File: config.mk
export PLATFORM = sky130hd
export DESIGN_NAME = adc_seq_top
export DESIGN_NICKNAME = d
export VERILOG_FILES = /design/src/rtl/adc_seq_pkg.sv /design/src/rtl/adc_seq_clkdiv.sv /design/src/rtl/adc_seq_trig.sv /design/src/rtl/adc_seq_ctrl.sv /design/src/rtl/adc_seq_sar.sv /design/src/rtl/adc_seq_top.sv
export SDC_FILE = /design/constraint.sdc
export NUM_CORES = 1
export LEC_CHECK = 0
export ABC_CLOCK_PERIOD_IN_PS = 6110
export BUFFER_PORTS_ARGS = -buffer_cell sky130_fd_sc_hd__buf_4
export CAP_MARGIN = 20
export CORE_ASPECT_RATIO = 1.25
export CORE_MARGIN = 5
export CORE_UTILIZATION = 48
export CTS_BUF_LIST = sky130_fd_sc_hd__clkbuf_4 sky130_fd_sc_hd__clkbuf_8
export CTS_CLUSTER_SIZE = 28
export DETAILED_ROUTE_END_ITERATION = 8
export PLACE_DENSITY = 0.69
export SYNTH_ARGS = -nofsm -noshare
export SYNTH_HDL_FRONTEND = slang
export SYNTH_SLANG_ARGS = --single-unit
File: constraint.sdc
create_clock -name clk -period 6.11 [get_ports clk]
set_input_delay 0.3055 -clock clk [delete_from_list [all_inputs] [get_ports clk]]
set_output_delay 0.3055 -clock clk [all_outputs]
set_load 0.1 [all_outputs]
File: src/rtl/adc_seq_pkg.sv
package adc_seq_pkg;

    localparam int SEL_W     = 2;
    localparam int CNT_W     = 5;   // holds the largest ratio (16)
    localparam int PH_W      = 4;   // counts ADC clocks within a phase
    localparam int RES_BITS  = 12;
    localparam int CONV_LEN  = 15;

    typedef enum logic [1:0] {
        PH_IDLE,
        PH_SYNC,
        PH_ACQ,
        PH_CONV
    } phase_e;

    // Control bundle from the phase controller to the SAR register
    typedef struct packed {
        logic            load;    // start of conversion phase: seed trial code
        logic            step;    // take one comparator decision
        logic [PH_W-1:0] idx;     // decision number, 0 = MSB
        logic            finish;  // end of frame: publish result
    } sar_ctl_t;

    // Master cycles per ADC clock for a divide select value
    function automatic logic [CNT_W-1:0] ratio_of(input logic [SEL_W-1:0] s);
        return CNT_W'(2) << s;
    endfunction

    // ADC clocks of acquisition for an acquisition select value
    function automatic logic [PH_W-1:0] acq_of(input logic [SEL_W-1:0] s);
        return PH_W'(s) + PH_W'(1);
    endfunction

endpackage

File: src/rtl/adc_seq_clkdiv.sv
module adc_seq_clkdiv
    import adc_seq_pkg::*;
(
    input  logic             clk,
    input  logic             rst,
    input  logic             idle,
    input  logic [SEL_W-1:0] sel,
    output logic             tick
);

    logic [SEL_W-1:0] sel_q;
    logic [CNT_W-1:0] cnt_q;

    // A ratio change can only be picked up while the sequencer is idle
    assign tick = (cnt_q >= (ratio_of(sel_q) - CNT_W'(1)));

    always_ff @(posedge clk) begin
        if (rst) begin
            sel_q <= '0;
            cnt_q <= '0;
        end else begin
            if (idle) sel_q <= sel;
            if (tick) cnt_q <= '0;
            else      cnt_q <= cnt_q + CNT_W'(1);
        end
    end

    AST_DIV_HOLD: assert property (@(posedge clk) disable iff (rst)
        !idle |=> $stable(sel_q));

endmodule

File: src/rtl/adc_seq_trig.sv
module adc_seq_trig
    import adc_seq_pkg::*;
(
    input  logic clk,
    input  logic rst,
    input  logic sw_start,
    input  logic timer_ovf,
    input  logic ext_cnv,
    input  logic idle,
    input  logic accept,
    output logic pending
);

    localparam int SYNC_STAGES = 3;

    logic [SYNC_STAGES-1:0] ext_sr;
    logic                   ext_rise;
    logic                   any_req;
    logic                   pend_q;

    // Two flops for metastability, a third to find the rising edge
    always_ff @(posedge clk) begin
        if (rst) ext_sr <= '0;
        else     ext_sr <= {ext_sr[SYNC_STAGES-2:0], ext_cnv};
    end

    assign ext_rise = ext_sr[SYNC_STAGES-2] & ~ext_sr[SYNC_STAGES-1];
    assign any_req  = sw_start | timer_ovf | ext_rise;

    // Requests are only remembered while idle; during a conversion they are lost
    always_ff @(posedge clk) begin
        if (rst)                    pend_q <= 1'b0;
        else if (accept)            pend_q <= 1'b0;
        else if (idle && any_req)   pend_q <= 1'b1;
    end

    assign pending = pend_q;

    AST_PEND_IDLE: assert property (@(posedge clk) disable iff (rst)
        $rose(pend_q) |-> $past(idle));

endmodule

File: src/rtl/adc_seq_ctrl.sv
module adc_seq_ctrl
    import adc_seq_pkg::*;
#(
    parameter int RES_W     = RES_BITS,
    parameter int CONV_CLKS = CONV_LEN
) (
    input  logic             clk,
    input  logic             rst,
    input  logic             tick,
    input  logic             pending,
    input  logic [SEL_W-1:0] acq_sel,
    input  logic             cont_en,
    output logic             idle,
    output logic             accept,
    output logic             track,
    output logic             done,
    output sar_ctl_t         sar_ctl
);

    phase_e          state_q;
    logic [PH_W-1:0] cnt_q;
    logic [PH_W-1:0] acq_q;
    logic            done_q;
    logic            last_acq;
    logic            last_conv;
    logic            finish;

    assign idle      = (state_q == PH_IDLE);
    assign track     = (state_q == PH_ACQ);
    assign last_acq  = (cnt_q == acq_q - PH_W'(1));
    assign last_conv = (cnt_q == PH_W'(CONV_CLKS - 1));
    assign accept    = tick && idle && pending;
    assign finish    = tick && (state_q == PH_CONV) && last_conv;

    always_comb begin
        sar_ctl.load   = tick && (state_q == PH_ACQ) && last_acq;
        sar_ctl.step   = tick && (state_q == PH_CONV) && (cnt_q < PH_W'(RES_W));
        sar_ctl.idx    = cnt_q;
        sar_ctl.finish = finish;
    end

    always_ff @(posedge clk) begin
        if (rst) begin
            state_q <= PH_IDLE;
            cnt_q   <= '0;
            acq_q   <= PH_W'(1);
            done_q  <= 1'b0;
        end else begin
            done_q <= finish;
            if (tick) begin
                case (state_q)
                    PH_IDLE: begin
                        if (pending) begin
                            state_q <= PH_SYNC;
                            acq_q   <= acq_of(acq_sel);
                        end
                    end
                    PH_SYNC: begin
                        state_q <= PH_ACQ;
                        cnt_q   <= '0;
                    end
                    PH_ACQ: begin
                        if (last_acq) begin
                            state_q <= PH_CONV;
                            cnt_q   <= '0;
                        end else begin
                            cnt_q <= cnt_q + PH_W'(1);
                        end
                    end
                    PH_CONV: begin
                        cnt_q <= last_conv ? '0 : cnt_q + PH_W'(1);
                        if (last_conv) begin
                            if (cont_en) begin
                                state_q <= PH_SYNC;
                                acq_q   <= acq_of(acq_sel);
                            end else begin
                                state_q <= PH_IDLE;
                            end
                        end
                    end
                    default: state_q <= PH_IDLE;
                endcase
            end
        end
    end

    assign done = done_q;

    AST_BUSY_FALL_DONE: assert property (@(posedge clk) disable iff (rst)
        $rose(idle) |-> done_q);
    AST_DONE_PULSE: assert property (@(posedge clk) disable iff (rst)
        done_q |=> !done_q);
    AST_CONV_ENTRY: assert property (@(posedge clk) disable iff (rst)
        (state_q == PH_CONV && $past(state_q) != PH_CONV) |-> $past(state_q) == PH_ACQ);
    AST_ACQ_STABLE: assert property (@(posedge clk) disable iff (rst)
        (track && $past(track)) |-> $stable(acq_q));

endmodule

File: src/rtl/adc_seq_sar.sv
module adc_seq_sar
    import adc_seq_pkg::*;
#(
    parameter int RES_W = RES_BITS
) (
    input  logic             clk,
    input  logic             rst,
    input  sar_ctl_t         ctl,
    input  logic             cmp,
    output logic [RES_W-1:0] trial,
    output logic [RES_W-1:0] result
);

    logic [RES_W-1:0] trial_q;
    logic [RES_W-1:0] trial_nxt;
    logic [RES_W-1:0] result_q;

    // Decision idx settles bit (RES_W-1-idx) and raises the bit below it
    always_comb begin
        int b;
        b = RES_W - 1 - int'(ctl.idx);
        trial_nxt = trial_q;
        for (int j = 0; j < RES_W; j++) begin
            if (j == b)          trial_nxt[j] = cmp;
            else if (j == b - 1) trial_nxt[j] = 1'b1;
        end
    end

    always_ff @(posedge clk) begin
        if (rst) begin
            trial_q  <= '0;
            result_q <= '0;
        end else begin
            if (ctl.load)        trial_q <= {1'b1, {(RES_W-1){1'b0}}};
            else if (ctl.step)   trial_q <= trial_nxt;
            if (ctl.finish)      result_q <= trial_q;
        end
    end

    assign trial  = trial_q;
    assign result = result_q;

    AST_RESULT_HOLD: assert property (@(posedge clk) disable iff (rst)
        !ctl.finish |=> $stable(result_q));
    AST_ONE_ACTION: assert property (@(posedge clk) disable iff (rst)
        $countones({ctl.load, ctl.step, ctl.finish}) <= 1);

endmodule

File: src/rtl/adc_seq_top.sv
module adc_seq_top
    import adc_seq_pkg::*;
#(
    parameter int RES_W     = RES_BITS,
    parameter int CONV_CLKS = CONV_LEN
) (
    input  logic             clk,
    input  logic             rst,
    input  logic [1:0]       div_sel,
    input  logic [1:0]       acq_sel,
    input  logic             cont_en,
    input  logic             sw_start,
    input  logic             timer_ovf,
    input  logic             ext_cnv,
    input  logic             cmp_i,
    output logic [RES_W-1:0] dac_code_o,
    output logic             step_o,
    output logic             track_o,
    output logic             busy_o,
    output logic             done_o,
    output logic [RES_W-1:0] result_o
);

    logic     tick;
    logic     idle;
    logic     accept;
    logic     pending;
    sar_ctl_t sar_ctl;

    adc_seq_clkdiv u_div (
        .clk  (clk),
        .rst  (rst),
        .idle (idle),
        .sel  (div_sel),
        .tick (tick)
    );

    adc_seq_trig u_trig (
        .clk       (clk),
        .rst       (rst),
        .sw_start  (sw_start),
        .timer_ovf (timer_ovf),
        .ext_cnv   (ext_cnv),
        .idle      (idle),
        .accept    (accept),
        .pending   (pending)
    );

    adc_seq_ctrl #(
        .RES_W     (RES_W),
        .CONV_CLKS (CONV_CLKS)
    ) u_ctrl (
        .clk     (clk),
        .rst     (rst),
        .tick    (tick),
        .pending (pending),
        .acq_sel (acq_sel),
        .cont_en (cont_en),
        .idle    (idle),
        .accept  (accept),
        .track   (track_o),
        .done    (done_o),
        .sar_ctl (sar_ctl)
    );

    adc_seq_sar #(
        .RES_W (RES_W)
    ) u_sar (
        .clk    (clk),
        .rst    (rst),
        .ctl    (sar_ctl),
        .cmp    (cmp_i),
        .trial  (dac_code_o),
        .result (result_o)
    );

    assign busy_o = !idle;
    assign step_o = sar_ctl.step;

endmodule

======== Yosys cells after proc, flatten, opt, wreduce, memory -nomap -nowiden ========
Index checks and enable logic that the tools add are counted.
cells by class
  add/sub/neg operators ................... 7
  reduce and logical (&&, ||, !) cells .... 45
  magnitude comparators ................... 2
  equal/unequal tests ..................... 31
  shift-type cells ........................ 1
  muxes and demuxes ....................... 38
  bitwise gates (word level) .............. 4
operator list
  kind                     count
  $eq A4 B32 Y1 const A    8
  $eq A5 B32 Y1 const A    8
  $eq A3 B32 Y1 const A    4
  $eq A2 B32 Y1 const A    2
  $logic_not A32 Y1        2
  $sub A32 B2 Y32 const B  1
  $reduce_and A2 Y1        13
  $reduce_bool A2 Y1       13
  $mux W1                  25
  $mux W12                 2
  $mux W4                  5
  $pmux W4 S3              1
  $logic_and A1 B1 Y1      8
  $pmux W2 S4              1
  $pmux W4 S2              1
  $mux W2                  3
  $ne A2 B1 Y1 const B     3
  $reduce_bool A3 Y1       2
  $reduce_or A2 Y1         3
  $add A5 B1 Y5 const B    1
  $ge A5 B5 Y1             1
  $reduce_and A5 Y1        1
  $shl A2 B2 Y5 const A    1
  $sub A4 B4 Y5 const A    1
  other kinds (16)         18
storage, ports and cells
  output and inout port bits .............. 28
  logic and storage cells ................. 149
  input port bits ......................... 11
  register bits ........................... 46

======== Longest topological paths before layout ========
Gate-level depths: netlist of the first run.
  depth in word-level cells ............... 7
  mapped depth ............................ 11

======== Cells and area by module ========
From an unflattened synthesis of the first run, not the netlist that was laid out.
unflattened totals
  cell total of the unflattened synthesis .. 249
  area, all modules ....................... 2343.5 µm²
by module, submodules not included
  module          cells each  seq. area each (µm²)  area an instance (µm²)  instances
  adc_seq_sar     116         480.5                 1149.9                  1
  adc_seq_ctrl    84          200.2                 706.9                   1
  adc_seq_clkdiv  37          140.1                 355.3                   1
  adc_seq_trig    11          80.1                  127.6                   1
  adc_seq_top     1           0.0                   3.8                     1

======== Worst setup path after synthesis of the first run ========
No wires, ideal clock.
  kind .................................... reg2reg
  start ................................... register u_ctrl.cnt_q[0]
  end ..................................... register u_sar.trial_q[11], in the netlist u_sar.trial[11]
  arrival time ............................ 2.285 ns
  path slack .............................. 3.751 ns
  path buffers ............................ 0
  stages on the path, launching flop included .. 9
  setup time .............................. 0.074 ns
  required time ........................... 6.036 ns
  cells stage by stage .................... dfxtp_1 -> inv_1 -> nor3_1 -> fa_1 -> nor4b_1 -> nand4_1 -> a211oi_1 -> o21ai_0 -> a31oi_1
on the way
  word-level cells in the longest chain between the ends .. 5
  elaborated cells on any way between the ends .. 14
  those cells by class .................... 2 x add/sub; 1 x order compare; 3 x eq/ne; 3 x mux; 5 x reduce/logical
ends and longest elaborated chain
  element                                                          line                                  RTL
  start: declaration                                               adc_seq_ctrl.sv:21                    logic [PH_W-1:0] cnt_q;
  start signal: assignment                                         adc_seq_ctrl.sv:67                    cnt_q <= cnt_q + PH_W'(1);
  start signal: assignment                                         adc_seq_ctrl.sv:71                    cnt_q <= last_conv ? '0 : cnt_q + PH_W'(1);
  $sub A4 B4 Y5                                                    adc_seq_sar.sv:21                     b = RES_W - 1 - int'(ctl.idx);
  $sub A32 B2 Y32 or $eq A5 B32 Y1 (tied branches)                 adc_seq_sar.sv:25, adc_seq_sar.sv:24
  $eq A5 B32 Y1 or $mux W1 (tied branches)                         adc_seq_sar.sv:25, adc_seq_sar.sv:24
  $reduce_bool A3 Y1 (no source line) or $mux W12 (tied branches)  -
  $reduce_and A2 Y1 (no source line) or $mux W12 (tied branches)   -
  end signal: assignment                                           adc_seq_sar.sv:34                     if (ctl.load) trial_q <= {1'b1, {(RES_W-1){1'b0}}};
  end signal: assignment                                           adc_seq_sar.sv:35                     else if (ctl.step) trial_q <= trial_nxt;
  end: declaration                                                 adc_seq_sar.sv:14                     logic [RES_W-1:0] trial_q;
Parallel ways exist; a longest one is shown, timed or not. The select of a mux whose other input is x is not followed.
A chain may end at the register's enable or synchronous reset.

======== Final worst setup path of the first run ========
Ends and elaborated chain as after synthesis.

==> results.yml, run 1 <==
placement:
  dpl.cell_count: 408
  dp_hpwl_mm: 5.038
  routabilityCongestion: 0.9285
  place_area_um2: 3002
  numPortBuffers: 38
  place_ws_ps: 3387
worst_setup_path:
  reg2reg_from: "u_ctrl.cnt_q[0]$_SDFFE_PP0P_"
  crit_path_max_fanout: 8
  required_ps: 6350
  crit_arrival_ps: 2990
  r2r_end: "u_sar.trial[11]$_SDFFE_PP0P_"
  cp-start-kind: "register"
  cp_num_buf_inv: 1
  critPathSlowestCell: "fa_1"
  r2r_slack_ps: 3350
  critPathKind: "reg2reg"
  rr_worst_depth: 8
  cpPeakStageDelay_ps: 530
  crit_chain: "inv_1 > nor3_1 > fa_1 > nor4b_1 > nand4_1 > a211oi_1 > o21ai_0 > a31oi_1"
  critPathTopFamily: "simple AND/OR/NAND/NOR gates"
  end_kind: "register"
sta:
  setup_viol: 0
  fin_tns_setup_ps: 0
  rsz0062_at_grt: "no"
  fmax_mhz: 362.9
  fin_worst_skew_ps: 8.440
  fin_ws_ps: 3354
  slew_violations: 0
  hold_viol: 0
  fin_crit_sh_pct: 45.10
  fin_crit_ps: 2756
routing:
  drt_wl_total_mm: 6.556
  vias_per_cell: 5.777
  wl_met3_um: 324
  vias: 2409
  drc_errors: 0
  wl_met1_mm: 2.886
  highest_layer: "met4"
  avgRoutedWirePerCell_um: 15.72
  first_pass_iters: 4
  drt_iter0_drc: 148
  ant_nets: 0
  wl_met2_mm: 3.218
synth:
  synth_top_flop_cell: "dfxtp_1"
  synth_nets: 355
  netlist.area_leader.share_pct: 33.55
  yosys-top-cells-count: "45 x dfxtp_1, 30 x o21ai_0, 26 x ha_1, 26 x nand2_1, 23 x a21oi_1"
  async_flop_share_pct: 0
  synth_area_leaders: "dfxtp_1 34%, ha_1 12%, o21ai_0 5.6%"
  synth.avg_cell_area_um2: 8.470
  yosysSeqAreaShare_pct: 33.55
  yosys_warnings: 0
  syn_area_um2: 2685
  synth_edf_count: 0
  ys_ff_latch: 45
  synth.distinct_cells: 52
  yosysTopAreaCell: "dfxtp_1"
  synth.most_common_cell: "dfxtp_1"
  synth_cells: 317
final_layout:
  num_antenna_cells: 0
  fill_cells: 516
  fin_area_um2: 3103
  drive_gt1_share_pct: 20.11
  post_layout_nonfiller_instances: 417
  area_growth_pct: 15.56
  fin_nets: 390
clocking:
  cts_hold_buf: 0
  worst_skew_pair.late_latency_ps: 300
  tritoncts: "done"
  htreeDepth: 2
  cts.repair.resized: 0
  cts-buffers-inserted: 5
  clk_pin_slew_ps: 100
  clockRootBuffer: "clkbuf_8"
  cts_max_path_buffers: 2
  clock-sinks: 45
  post_cts_buffers: 0
global_route:
  gr-total-overflow: 0
  grt_usage_pct: 19.04
  grt_max_degree: 32
  grt_pass1_vias: 2264
  antenna_found_initial: 0
  grt_pass1_wl_mm: 11.22
status:
  status: "complete, no violations"
floorplan:
  dieArea_um2: 7199
  num_rows: 30
  io-pin-count: 39
  initial_core_util_pct: 49.33
  fp.coreArea_um2: 5443
  die_width_um: 76.90
  dieHeight_um: 93.62
power:
  p_per_area_nw_per_um2: 191.2
  p_leak_nw: 1.223
  ir_worst_vdd_v: 0.0001166
job:
  max_cap_viol_count: 0
min_path:
  hold_path.startpoint: "ext_cnv"
  worstHoldPathType: "in2reg"
  min_to: "u_trig.ext_sr[0]$_SDFF_PP0_"
  hold_depth: 2
[report_power, final]
group	internal, mW	total (mW)	leakage, nW	switching (mW)
registers	0.301	0.308	0.364	0.00743
logic	0.0305	0.0872	0.814	0.0567
clock network	0.0828	0.198	0.0447	0.115
[worst register-to-register path, cell delays in order (launching register included)]
cell      delay (ps)
dfxtp_1          490
inv_1            140
nor3_1           390
fa_1             530
nor4b_1          370
nand4_1          230
a211oi_1         240
o21ai_0          120
a31oi_1          170
[final cells by class]
class	count	area (µm²)	share of cell area, %
clock buffer	5	68.82	2.218
clock inverter	3	25.02	0.8065
inverter	21	78.83	2.540
multi-input combinational	239	1649	53.15
sequential	45	900.9	29.03
tap	64	80.08	2.581
timing repair buffer	40	300.3	9.677
[cell families (layout without fill, tap and decap cells)]
family,Yosys count,after routing,share of synthesized area [%]
AND/OR/NAND/NOR,112,112,23.25
flip-flops,45,45,33.55
buffers and inverters,33,69,5.032
adder cells (fa/ha/maj),27,27,12.86
multiplexers,5,5,1.864
AO/OA/AOI/OAI,87,87,21.02
other,1,1,0.1397
XOR/XNOR,7,7,2.283
[placed cells by master (no fill, tap or decap), types with 6 or more instances in the layout]
| master | Yosys | final |
|---|---|---|
| nand2_1 | 26 | 26 |
| a21oi_1 | 23 | 23 |
| a31oi_1 | 6 | 6 |
| nor2_1 | 16 | 16 |
| nand3_1 | 22 | 22 |
| inv_1 | 20 | 20 |
| nor3_1 | 15 | 15 |
| dfxtp_1 | 45 | 45 |
| a211oi_2 | 7 | 7 |
| o21ai_0 | 30 | 30 |
| ha_1 | 26 | 26 |
| buf_4 | 2 | 40 |
[how the worst max path moves through the flow]
stage | slack, ps | depth (start not counted) | end | startpoint
2_1_floorplan | 3750 | 8 | u_sar.trial[11]$_SDFFE_PP0P_ | u_ctrl.cnt_q[0]$_SDFFE_PP0P_
3_3_place_gp | 3390 | 8 | u_sar.trial[11]$_SDFFE_PP0P_ | u_ctrl.cnt_q[0]$_SDFFE_PP0P_
3_5_place_dp | 3390 | 8 | u_sar.trial[11]$_SDFFE_PP0P_ | u_ctrl.cnt_q[0]$_SDFFE_PP0P_
4_1_cts | 3370 | 8 | u_sar.trial[11]$_SDFFE_PP0P_ | u_ctrl.cnt_q[0]$_SDFFE_PP0P_
5_1_grt | 3100 | 10 | u_sar.trial[0]$_SDFFE_PP0P_ | u_ctrl.cnt_q[2]$_SDFFE_PP0P_
6_report | 3350 | 8 | u_sar.trial[11]$_SDFFE_PP0P_ | u_ctrl.cnt_q[0]$_SDFFE_PP0P_
[state kept, by name (all words and copies together) (netlist names)]
name and count:
u_ctrl.state_q 2, u_trig.pending 1, u_sar.result 12, u_ctrl.cnt_q 4, u_trig.ext_sr 3, u_ctrl.done 1, u_div.cnt_q 5, u_div.sel_q 2
u_sar.trial 12, u_ctrl.acq_q 3
[per-layer routing]
metal / track usage [%] / up-vias
li1: - / 1205
met1: 23.96 / 1132
met2: 32.29 / 62
met3: 3.854 / 10
met4: 6.268 / 0
met5: 0 / -
[metrics by stage]
step | utilization, % | hold slack [ps] | total power, mW
4_1_cts | 56.87 | 208.2 | 0.5942
5_1_grt | 57.01 | 228.0 | 0.6207
3_3_place_gp | 55.01 | 412.3 | 0.3982
6_report | 57.01 | 214.1 | 0.5933
3_5_place_dp | 55.15 | 417.1 | 0.3999
2_1_floorplan | - | 404.6 | 0.3788
No activity file was read; power rests on OpenSTA's default activity.
==> inputs of run 2 (changes only) <==
--- a/config.mk
+++ b/config.mk
@@ -5,7 +5,8 @@
 export SDC_FILE = /design/constraint.sdc
 export NUM_CORES = 1
 export LEC_CHECK = 0
-export ABC_CLOCK_PERIOD_IN_PS = 6110
+export ABC_AREA = 1
+export ABC_CLOCK_PERIOD_IN_PS = 2700
 export BUFFER_PORTS_ARGS = -buffer_cell sky130_fd_sc_hd__buf_4
 export CAP_MARGIN = 20
 export CORE_ASPECT_RATIO = 1.25
==> constraint.sdc (replaced) <==
create_clock -name clk -period 2.7 [get_ports clk]
set_input_delay 0.135 -clock clk [delete_from_list [all_inputs] [get_ports clk]]
set_output_delay 0.135 -clock clk [all_outputs]
set_load 0.1 [all_outputs]
==> results.yml, run 2 <==
status:
  status: "complete, no violations"
job:
  max_cap_viol_count: 0
final_layout:
  fin_nets: 448
  drive_gt1_share_pct: 15.82
  fill_cells: 525
  num_antenna_cells: 0
  layout_common_cells: "63 x nand2_1, 48 x nor2_1, 46 x inv_1"
  area_growth_pct: 17.61
  final_common_cell: "nand2_1"
clocking:
  clk_pin_slew_ps: 80
  cts_hold_buf: 0
  worst_skew_pair.late_latency_ps: 300
  cts_max_path_buffers: 2
  clockRootBuffer: "clkbuf_8"
  clock-sinks: 45
  post_cts_buffers: 0
  tritoncts: "done"
  cts.repair.resized: 0
  cts-buffers-inserted: 5
  htreeDepth: 2
routing:
  drt_iter0_drc: 84
  vias_per_cell: 5.156
  vias: 2449
  wl_met3_um: 252
  first_pass_iters: 4
  ant_nets: 0
  drt_wl_total_mm: 5.823
  drc_errors: 0
  highest_layer: "met4"
  wl_met1_mm: 2.441
  wl_met2_mm: 3.054
  avgRoutedWirePerCell_um: 12.26
floorplan:
  die_width_um: 76.29
  initial_core_util_pct: 49.11
  io-pin-count: 39
  dieArea_um2: 7083
  num_rows: 30
  fp.coreArea_um2: 5368
  dieHeight_um: 92.86
sta:
  rsz0062_at_grt: "no"
  slew_violations: 0
  fin_ws_ps: 235.0
  fin_crit_sh_pct: 91.30
  hold_viol: 0
  fin_worst_skew_ps: 5.019
  fin_tns_setup_ps: 0
  fin_hold_ws_ps: 19.17
  tightest_slew_ps: 841.3
  fin_crit_ps: 2465
  fmax_mhz: 405.7
  setup_viol: 0
  max-slew-margin-rel_pct: 43.85
synth:
  synth.distinct_cells: 31
  synth.most_common_cell: "nand2_1"
  synth_edf_count: 0
  yosysTopAreaCell: "dfxtp_1"
  synth_area_leaders: "dfxtp_1 34%, ha_1 12%, nand2_1 9.0%"
  yosys_warnings: 0
  synth.avg_cell_area_um2: 7.125
  async_flop_share_pct: 0
  syn_area_um2: 2636
  synth_top_flop_cell: "dfxtp_1"
  synth_cells: 370
  ys_ff_latch: 45
  yosysSeqAreaShare_pct: 34.17
  netlist.area_leader.share_pct: 34.17
  yosys-top-cells-count: "63 x nand2_1, 48 x nor2_1, 46 x inv_1"
  synth_nets: 408
global_route:
  grt_usage_pct: 17.12
  gr-total-overflow: 0
  antenna_found_initial: 0
  grt_pass1_wl_mm: 10.09
  grt_max_degree: 30
  grt_pass1_vias: 2263
power:
  p_leak_nw: 1.427
  power.total_mw: 1.398
  internal-power_mw: 1.038
  switching_share_pct: 25.77
  pwr-share-seq_pct: 50.1
  ir_worst_vdd_v: 0.0002586
  comb_power_share_pct: 12.8
  p_per_area_nw_per_um2: 451.0
  clockPowerShare_pct: 37.1
  p_sw_mw: 0.3603
worst_setup_path:
  required_ps: 2940
  end_kind: "register"
  crit_arrival_ps: 2700
  cp-start-kind: "register"
  crit_path_max_fanout: 7
  critPathKind: "reg2reg"
placement:
  place_ws_ps: 233.3
  dp_hpwl_mm: 4.520
  numPortBuffers: 38
  routabilityCongestion: 0.9155
min_path:
  worstHoldPathType: "in2reg"
run 2: cell count changes after synthesis, moves of 7 or more:
cell      previous run  this run
nand2_1             26        63
a211oi_2             7         0
nor3_1              15         2
inv_1               20        46
nor2_1              16        48
a21oi_1             23        38
nand3_1             22        38
run 2: metrics by stage:
step	util, %	instances	instance area, µm²
floorplan	-	370	2636
global placement	55.62	467	2985
detailed placement	55.62	467	2985
CTS	57.76	475	3100
global route	57.76	475	3100
finish	57.76	475	3100
run 2: worst paths after layout:
check | slack [ps] | start | depth (start not counted) | end
max reg2reg | 240 | u_ctrl.cnt_q[3]$_SDFFE_PP0P_ | 12 | u_sar.trial[5]$_SDFFE_PP0P_
min | 20 | acq_sel[0] | 2 | u_ctrl.acq_q[0]$_SDFFE_PP1P_
min reg2reg | 420 | u_trig.ext_sr[0]$_SDFF_PP0_ | 2 | u_trig.ext_sr[1]$_SDFF_PP0_
max | 240 | u_ctrl.cnt_q[3]$_SDFFE_PP0P_ | 12 | u_sar.trial[5]$_SDFFE_PP0P_
run 2: power by group through the flow:
| stage | logic, mW | registers [mW] | clock network (mW) |
|---|---|---|---|
| 2_1_floorplan | 0.141 | 0.712 | 0 |
| 3_3_place_gp | 0.177 | 0.715 | 0 |
| 3_5_place_dp | 0.181 | 0.716 | 0 |
| 4_1_cts | 0.182 | 0.701 | 0.532 |
| 5_1_grt | 0.205 | 0.704 | 0.561 |
| 6_report | 0.179 | 0.700 | 0.519 |
run 2: layout make-up:
class	instances	area [µm²]	area share, %
clock buffers	6	76.32	2.462
clock inverters	2	38.79	1.251
inverters	47	176.4	5.690
multi-input cells	267	1498	48.31
flip-flops and latches	45	900.9	29.06
well taps	64	80.08	2.583
repair buffers	44	330.3	10.65
run 2: metal layers:
metal | global-route usage, % | vias to the layer above
met4 | 5.248 | 0
li1 | - | 1278
met5 | 0 | -
met2 | 32.86 | 50
met3 | 3.891 | 7
met1 | 18.29 | 1114
run 2: cell families after synthesis:
kind of cell / after synthesis / share of synthesized area (%)
compound gates: 75 / 15.47
buf+inv: 58 / 9.018
xor+xnor: 2 / 0.6646
simple gates: 162 / 27.43
fa+ha+maj: 27 / 13.10
other cells: 1 / 0.1422
flops: 45 / 34.17
run 2: critical path: stages (launching register included):
cell and delay (ps):
dfxtp_1 470, inv_1 150, ha_1 300, inv_1 40, nor2_1 120, nand3_1 90
ha_1 270, nand3b_1 150, nor2_1 250, nand3_1 200, o21ai_0 190, a21oi_1 80
nor2_1 100
